[config.mk]
export PLATFORM = sky130hd
export DESIGN_NAME = rtc_trim_adjust
export DESIGN_NICKNAME = d
export VERILOG_FILES = /design/src/rtl/rtc_trim_pkg.sv /design/src/rtl/rtc_trim_divider.sv /design/src/rtl/rtc_trim_cycle.sv /design/src/rtl/rtc_trim_square.sv /design/src/rtl/rtc_trim_adjust.sv
export SDC_FILE = /design/constraint.sdc
export NUM_CORES = 1
export LEC_CHECK = 0
export ABC_AREA = 1
export BUFFER_PORTS_ARGS = -buffer_cell sky130_fd_sc_hd__buf_4
export CAP_MARGIN = 30
export CORE_UTILIZATION = 36
export CTS_CLUSTER_DIAMETER = 60
export DETAILED_ROUTE_END_ITERATION = 16
export PLACE_DENSITY = 0.66
export REMOVE_ABC_BUFFERS = 1
export SYNTH_ARGS = -nofsm -noshare
export SYNTH_HDL_FRONTEND = slang
export SYNTH_SLANG_ARGS = --single-unit
[constraint.sdc]
create_clock -name clk -period 1.8 [get_ports clk]
set_input_delay 0.27 -clock clk [delete_from_list [all_inputs] [get_ports clk]]
set_output_delay 0.27 -clock clk [all_outputs]
set_load 0.01 [all_outputs]
[src/rtl/rtc_trim_pkg.sv]
package rtc_trim_pkg;
  localparam int MAG_W    = 5;
  localparam int SIGN_BIT = 5;

  typedef struct packed {
    logic             fast;
    logic [MAG_W-1:0] mag;
  } trim_t;

  function automatic trim_t decode_trim(input logic [MAG_W:0] raw);
    trim_t t;
    t.fast = raw[SIGN_BIT];
    t.mag  = raw[MAG_W-1:0];
    return t;
  endfunction

  // adjusted minutes per cycle: twice the magnitude, capped
  function automatic int trim_span(input trim_t t, input int limit);
    int s;
    s = 2 * int'(t.mag);
    return (s > limit) ? limit : s;
  endfunction
endpackage

[src/rtl/rtc_trim_divider.sv]
module rtc_trim_divider #(
  parameter int CW = 16
) (
  input  logic          clk,
  input  logic          rst,
  input  logic          step,
  input  logic [CW-1:0] last,
  output logic          wrap
);
  logic [CW-1:0] cnt_q;

  assign wrap = step && (cnt_q == last);

  always_ff @(posedge clk) begin
    if (rst)       cnt_q <= '0;
    else if (step) cnt_q <= wrap ? '0 : cnt_q + 1'b1;
  end
endmodule

[src/rtl/rtc_trim_cycle.sv]
module rtc_trim_cycle
  import rtc_trim_pkg::*;
#(
  parameter int SECS  = 60,
  parameter int MINS  = 64,
  parameter int LIMIT = 62
) (
  input  logic  clk,
  input  logic  rst,
  input  logic  wrap,
  input  trim_t cal_in,
  output logic  adj_now,
  output logic  adj_fast
);
  localparam int SW = (SECS > 1) ? $clog2(SECS) : 1;
  localparam int MW = (MINS > 1) ? $clog2(MINS) : 1;

  logic [SW-1:0] sec_q;
  logic [MW-1:0] min_q;
  trim_t         active_q;

  always_ff @(posedge clk) begin
    if (rst) begin
      sec_q    <= '0;
      min_q    <= '0;
      active_q <= cal_in;
    end else if (wrap) begin
      if (sec_q == SW'(SECS - 1)) begin
        sec_q <= '0;
        if (min_q == MW'(MINS - 1)) begin
          min_q    <= '0;
          active_q <= cal_in;
        end else begin
          min_q <= min_q + 1'b1;
        end
      end else begin
        sec_q <= sec_q + 1'b1;
      end
    end
  end

  always_comb begin
    adj_now  = (sec_q == '0) && (int'(min_q) < trim_span(active_q, LIMIT));
    adj_fast = active_q.fast;
  end
endmodule

[src/rtl/rtc_trim_square.sv]
module rtc_trim_square #(
  parameter int HALF = 32
) (
  input  logic clk,
  input  logic rst,
  input  logic step,
  input  logic en,
  output logic sq
);
  localparam int HW = (HALF > 1) ? $clog2(HALF) : 1;

  logic [HW-1:0] cnt_q;

  always_ff @(posedge clk) begin
    if (rst || !en) begin
      cnt_q <= '0;
      sq    <= 1'b0;
    end else if (step) begin
      if (cnt_q == HW'(HALF - 1)) begin
        cnt_q <= '0;
        sq    <= ~sq;
      end else begin
        cnt_q <= cnt_q + 1'b1;
      end
    end
  end
endmodule

[src/rtl/rtc_trim_adjust.sv]
module rtc_trim_adjust
  import rtc_trim_pkg::*;
#(
  parameter int TICKS_PER_SEC  = 32768,
  parameter int SECS_PER_MIN   = 60,
  parameter int MINS_PER_CYCLE = 64,
  parameter int ADJ_MIN_LIMIT  = 62,
  parameter int FAST_STEP      = 256,
  parameter int SLOW_STEP      = 128,
  parameter int SQ_HALF_TICKS  = 32
) (
  input  logic       clk,
  input  logic       rst,
  input  logic       osc_tick,
  input  logic [5:0] cal_trim,
  input  logic       osc_stop,
  input  logic       test_mode,
  output logic       sec_tick,
  output logic       sq_out
);
  localparam int CW = $clog2(TICKS_PER_SEC + SLOW_STEP + 1);
  localparam logic [CW-1:0] LAST_NOM  = CW'(TICKS_PER_SEC - 1);
  localparam logic [CW-1:0] LAST_FAST = CW'(TICKS_PER_SEC - FAST_STEP - 1);
  localparam logic [CW-1:0] LAST_SLOW = CW'(TICKS_PER_SEC + SLOW_STEP - 1);

  logic          step;
  logic          wrap;
  logic          adj_now;
  logic          adj_fast;
  logic [CW-1:0] last_cnt;
  trim_t         cal_in;

  assign step   = osc_tick && !osc_stop;
  assign cal_in = decode_trim(cal_trim);

  always_comb begin
    if (!adj_now)     last_cnt = LAST_NOM;
    else if (adj_fast) last_cnt = LAST_FAST;
    else               last_cnt = LAST_SLOW;
  end

  rtc_trim_divider #(.CW(CW)) div_i (
    .clk(clk), .rst(rst), .step(step), .last(last_cnt), .wrap(wrap)
  );

  rtc_trim_cycle #(
    .SECS(SECS_PER_MIN), .MINS(MINS_PER_CYCLE), .LIMIT(ADJ_MIN_LIMIT)
  ) cyc_i (
    .clk(clk), .rst(rst), .wrap(wrap), .cal_in(cal_in),
    .adj_now(adj_now), .adj_fast(adj_fast)
  );

  rtc_trim_square #(.HALF(SQ_HALF_TICKS)) sq_i (
    .clk(clk), .rst(rst), .step(step), .en(test_mode), .sq(sq_out)
  );

  always_ff @(posedge clk) begin
    if (rst) sec_tick <= 1'b0;
    else     sec_tick <= wrap;
  end
endmodule

==> results of run 1 <==
worst max path at each step:
stage	slack, ns	end	depth (start not counted)
after global placement	-0.12	cyc_i.active_q[2]	13
after detailed placement	-0.17	cyc_i.active_q[2]	13
after global routing	-0.24	cyc_i.min_q[5]	17
final	-0.10	cyc_i.min_q[5]	17
after CTS	-0.12	cyc_i.active_q[3]	15
after floorplan	-0.14	cyc_i.active_q[0]	13
area by class of cell:
class                      instances  area (sq um)  share of cell area [%]
sequential                        41           881                    32.5
timing repair buffer              37           298                    11.0
clock inverter                     1          7.51                   0.277
tap                               75          93.8                    3.47
clock buffer                       7          76.3                    2.82
multi-input combinational        189          1160                    43.0
inverter                          48           188                    6.93
kinds of logic (layout without fill, tap and decap cells):
group,after synthesis,in the layout
flip-flops,41,41
XOR/XNOR,9,9
AND/OR/NAND/NOR,148,148
buffers and inverters,50,93
adder cells (fa/ha/maj),10,10
AO/OA/AOI/OAI,22,22
synth_stat cells, drive strengths merged:
cell,instances,area share [%]
nor2,52,11
xor2,8,3.2
nand4,5,1.4
a21oi,8,1.8
dfxtp,35,32
o21bai,1,0.51
a211oi,2,1.1
xnor2,1,0.40
edfxtp,6,8.2
ha,10,5.7
o21ai,10,2.4
clkinv,1,0.23
nor3b,2,1.1
nor3,10,3.5
buf,2,1.0
nand3,19,5.6
inv,47,8.0
a31oi,1,0.28
nand2,58,12
nor4,2,0.85
power by group:
group	switching [mW]	leakage, nW	internal (mW)	total [mW]
Combinational	0.0508	0.788	0.0452	0.0960
Clock	0.316	0.0385	0.275	0.591
Sequential	0.00453	0.339	0.939	0.943
Total	0.371	1.17	1.26	1.63
metal layers:
metal	wire length (um)	global-route usage, %	vias up	part of all wire (%)
li1	-	-	968	-
met1	2130	19.3	841	49
met2	2070	24.9	15	48
met3	82	2.73	4	1.9
met4	74	6.43	0	1.7
met5	0	0	-	0
state kept, by name, indices dropped and copies added (netlist names):
| register | flops |
|---|---|
| div_i.cnt_q | 16 |
| cyc_i.min_q | 6 |
| cyc_i.sec_q | 6 |
| cyc_i.active_q | 5 |
| sq_i.cnt_q | 5 |
| cyc_i.adj_fast | 1 |
| sec_tick | 1 |
| sq_i.sq | 1 |
metrics by stage:
| stage | instance area (sq um) | util [%] | cells | hold slack (ns) | TNS, ns |
|---|---|---|---|---|---|
| 2_1_floorplan | 2180 | - | 278 | 0.339 | -0.964 |
| 3_3_place_gp | 2540 | 42.9 | 387 | 0.449 | -1.12 |
| 3_5_place_dp | 2540 | 42.9 | 387 | 0.450 | -1.91 |
| 4_1_cts | 2650 | 44.7 | 396 | 0.144 | -1.21 |
| 5_1_grt | 2710 | 45.7 | 398 | 0.128 | -5.49 |
| 6_report | 2710 | 45.7 | 398 | 0.150 | -1.33 |
repair_timing:
item	in CTS	in global routing
buffers inserted	1	2
pin swaps	3	6
hold buffers	0	0
resized for setup	5	12
endpoints found under the setup margin	27	32
==> impl_metrics.yaml, run 1 <==
yosys:
  synth_cells: 280
  netlist_area_sq_mm: 0.00220
  ys_seq_area_share_pct: 40.0
  synth-xor-area-share_pct: 3.58
  synthAdderAreaFrac_pct: 5.69
  avgSynthCellArea_sq_um: 7.86
  yosys_warnings: 0
  synth-simple-area-share_pct: 35.2
  synth_top_family_by_area: "simple AND/OR/NAND/NOR gates"
  synth_compound_area_share_pct: 6.20
  ys_types: 33
  synth-seq-cells: 41
  synth_mux_area_share_pct: 0
placement:
  dpl.hpwl_um: 3240
  port_buffers: 12
  globalplace.congestion: 0.796
  dp_slack_ns: -0.174
clocking:
  cts_made_buffers: 5
  clk_path_buf_depth: 2
  insertion_delay_ns: 0.29
  cts_tree: "yes"
  cts_sinks: 41
  cts.clk_slew.worst_paths_ns: 0.08
  cts-htree-levels: 2
  root_buffer: "clkbuf_8"
route:
  drc: 0
  drt.antenna.violating_nets: 0
  routedWlPerCell_um: 10.9
  dr.pass1.iters: 4
  vias: 1828
  drt-total-wl_um: 4360
  routed_via_density: 4.59
  drtIter0Drc: 69
timing:
  setup_viol: 23
  tightest_slew_ns: 0.536
  min_period_ns: 1.90
  report.final.slew_viol_count: 0
  finalCritPeriodShare_pct: 106
  worst_slack_ns: -0.102
  fmax_mhz: 526
  slew_headroom_pct: 64.0
  rsz0062_at_grt: "yes"
  fin_worst_skew_ns: 0.0130
  hold_viol_final: 0
worst_setup_path:
  cp_top_family: "simple AND/OR/NAND/NOR gates"
  critical_path.startpoint: "cyc_i.active_q[2]"
  critPathSlowestCell: "edfxtp_1"
  critPathRequiredTime_ns: 1.98
  worst-path-buf-inv: 4
  cp.arrival_ns: 2.09
  path_common_cell: "nand2_1"
  r2r_slack_ns: -0.10
  path_cells: "inv_1, ha_1, nand2_1, inv_1, nand2_1, nand2_1, nand2_2, nand2_2, nand2_4, nand2_4, nor2_8, nand3_4, buf_6, inv_4, nand3_2, nand2_1, nor2_1"
  start_kind: "flip-flop"
  reg2reg_depth: 17
  crit_path_max_incr_delay_ns: 0.37
  r2r_start: "cyc_i.active_q[2]"
  end_kind: "flip-flop"
  crit_type: "flip-flop to flip-flop"
  cp_max_fo: 7
  rr_endpoint: "cyc_i.min_q[5]"
global_route:
  overflow: 0
  grt_usage_pct: 15.1
  antenna_found_initial: 0
  grt_pass1_wl_um: 7510
  grt_pass1_vias: 1727
  grt_max_degree: 13
pwr:
  power_density_mw_per_mm2: 602
  power_mw: 1.63
  ir_drop_mv: 0.537
  p_leak_nw: 1.17
floorplanning:
  initial_core_util_pct: 37.2
  die_w_um: 80.2
  ios: 13
  core_sq_mm: 0.00592
  row_count: 28
  die_y_um: 80.2
  die-area_sq_mm: 0.00643
run:
  maxCapViolCount: 0
layout:
  nets: 343
  final_common_cell: "nand2_1"
  area_growth_pct: 23.0
  drive_gt1_share_pct: 28.8
  layout_common_cells: "nand2_1, nor2_1, inv_1"
  diodes: 0
  n_fill_cell: 578
outcome:
  status: "finished with violations"
  violations: "setup timing"
hold_path:
  hold_depth: 1
  hold_start: "cal_trim[1]"
  holdPathEnd: "cyc_i.active_q[1]"
  min_path_type: "input port to flip-flop"
No activity file was read; power rests on OpenSTA's default activity.
==> run 2: changes to the inputs <==
--- a/config.mk
+++ b/config.mk
@@ -9,6 +9,7 @@
 export BUFFER_PORTS_ARGS = -buffer_cell sky130_fd_sc_hd__buf_4
 export CAP_MARGIN = 30
 export CORE_UTILIZATION = 36
+export CTS_BUF_LIST = sky130_fd_sc_hd__clkbuf_16
 export CTS_CLUSTER_DIAMETER = 60
 export DETAILED_ROUTE_END_ITERATION = 16
 export PLACE_DENSITY = 0.66
==> impl_metrics.yaml, run 2 (synthesis gave the netlist of run 1 again) <==
outcome:
  status: "finished with violations"
  violations: "setup timing"
worst_setup_path:
  worst-path-buf-inv: 3
  cp_max_fo: 7
  critPathSlowestCell: "edfxtp_1"
  cp.arrival_ns: 1.98
  critPathRequiredTime_ns: 1.80
  start_kind: "flip-flop"
  crit_type: "flip-flop to flip-flop"
  path_cells: "inv_2, ha_4, nand2_4, nand3_4, nor2_4, buf_6, nand4_1, nand2_4, nand3_4, nand2_4, nand2_4, inv_8"
  path_common_cell: "nand2_4"
  cp_top_family: "simple AND/OR/NAND/NOR gates"
  end_kind: "flip-flop"
  crit_path_max_incr_delay_ns: 0.37
route:
  drt.antenna.violating_nets: 0
  drt-total-wl_um: 4690
  routedWlPerCell_um: 11.8
  vias: 1850
  dr_wl_met2_um: 2250
  drc: 0
  wl_met3_um: 113
  top_layer: "met4"
  drtIter0Drc: 78
  dr.pass1.iters: 4
  routed_via_density: 4.65
  wirelength_met1_um: 2180
global_route:
  antenna_found_initial: 0
  grt_pass1_wl_um: 7780
  grt_usage_pct: 15.8
  grt_pass1_vias: 1800
  grt_max_degree: 13
  overflow: 0
floorplanning:
  core_sq_mm: 0.00592
  ios: 13
  row_count: 28
  die_y_um: 80.2
  die-area_sq_mm: 0.00643
  die_w_um: 80.2
  initial_core_util_pct: 37.2
clocking:
  cts_tree: "yes"
  cts-htree-levels: 2
  cts_hold_buf: 0
  cts.clk_slew.worst_paths_ns: 0.06
  cts_sinks: 41
  root_buffer: "clkbuf_16"
  insertion_delay_ns: 0.28
  clk_path_buf_depth: 2
  cts_made_buffers: 5
layout:
  top_register: "div_i.cnt_q"
  regArea_sq_um: 881
  area_growth_pct: 29.6
  final_area_sq_mm: 0.00285
  drive_gt1_share_pct: 32.8
  layout_common_cells: "nand2_1, nor2_1, inv_1"
  largest_reg_flops: 16
  nets: 343
  multi_input_area_sq_mm: 0.00124
  fin_cells: 398
  reg_top3: "div_i.cnt_q: 16 flops, cyc_i.min_q: 6 flops, cyc_i.sec_q: 6 flops"
  fin_util_pct: 48.2
  n_fill_cell: 550
  diodes: 0
timing:
  hold_viol_final: 0
  worst_slack_ns: -0.182
  finalCritPeriodShare_pct: 110
  fmax_mhz: 505
  setup-tns-final_ns: -3.37
  rsz0062_at_grt: "yes"
  min_period_ns: 1.98
  fin_worst_skew_ns: 0.00747
  hold_slack_ns: 0.162
  tightest_slew_ns: 0.531
  setup_viol: 30
  report.final.slew_viol_count: 0
  slew_headroom_pct: 64.3
run:
  maxCapViolCount: 0
pwr:
  ir_drop_mv: 0.669
  power_mw: 1.90
  power_density_mw_per_mm2: 667
  p_leak_nw: 1.21
placement:
  dp_cells: 387
  dpl.hpwl_um: 3240
  port_buffers: 12
  placed_area_sq_mm: 0.00254
  dp_slack_ns: -0.174
  globalplace.congestion: 0.796
hold_path:
  min_path_type: "input port to flip-flop"
run 2: cell types whose count changed in the layout (fill, tap and decap cells not counted), sizes merged:
cell	delta
clkbuf	-2
clkinv	-1
inv	+3
run 2: worst register-to-register path, stage by stage (launching register included):
cell	delay (ns)
edfxtp_1	0.37
inv_2	0.08
ha_4	0.20
nand2_4	0.07
nand3_4	0.08
nor2_4	0.14
buf_6	0.12
nand4_1	0.15
nand2_4	0.17
nand3_4	0.10
nand2_4	0.09
nand2_4	0.07
inv_8	0.08
run 2: power by group:
part	switching [mW]	total (mW)	internal, mW
logic	0.0555	0.104	0.0485
clock network	0.348	0.852	0.503
registers	0.00471	0.945	0.940
total	0.409	1.90	1.49
run 2: final cells by class:
cell class	count	area share (%)
Multi-Input combinational cell	189	43.6
Tap cell	75	3.29
Clock inverter	3	0.527
Clock buffer	5	4.39
Inverter	48	6.76
Timing Repair Buffer	37	10.6
Sequential cell	41	30.9
run 2: metal layers:
| layer | vias to the layer above | GRT usage, % |
|---|---|---|
| met2 | 31 | 25.9 |
| met1 | 839 | 19.5 |
| met4 | 0 | 7.86 |
| met5 | - | 0 |
| met3 | 10 | 3.18 |
| li1 | 970 | - |
run 2: what timing repair did:
action	CTS	global route
hold endpoints to repair	0	0
buffers inserted	2	1
resized for setup	9	27
setup endpoints to repair	28	32
cloned	0	0
pin swaps	9	17
run 2: worst paths after layout:
| path | startpoint | endpoint | slack [ns] | cells past startpoint |
|---|---|---|---|---|
| worst max-delay path | cyc_i.active_q[4] | cyc_i.active_q[3] | -0.18 | 12 |
| worst min-delay path | cal_trim[1] | cyc_i.active_q[1] | 0.16 | 1 |
| worst max register to register | cyc_i.active_q[4] | cyc_i.active_q[3] | -0.18 | 12 |
| worst min register to register | div_i.cnt_q[11] | div_i.cnt_q[11] | 0.47 | 2 |
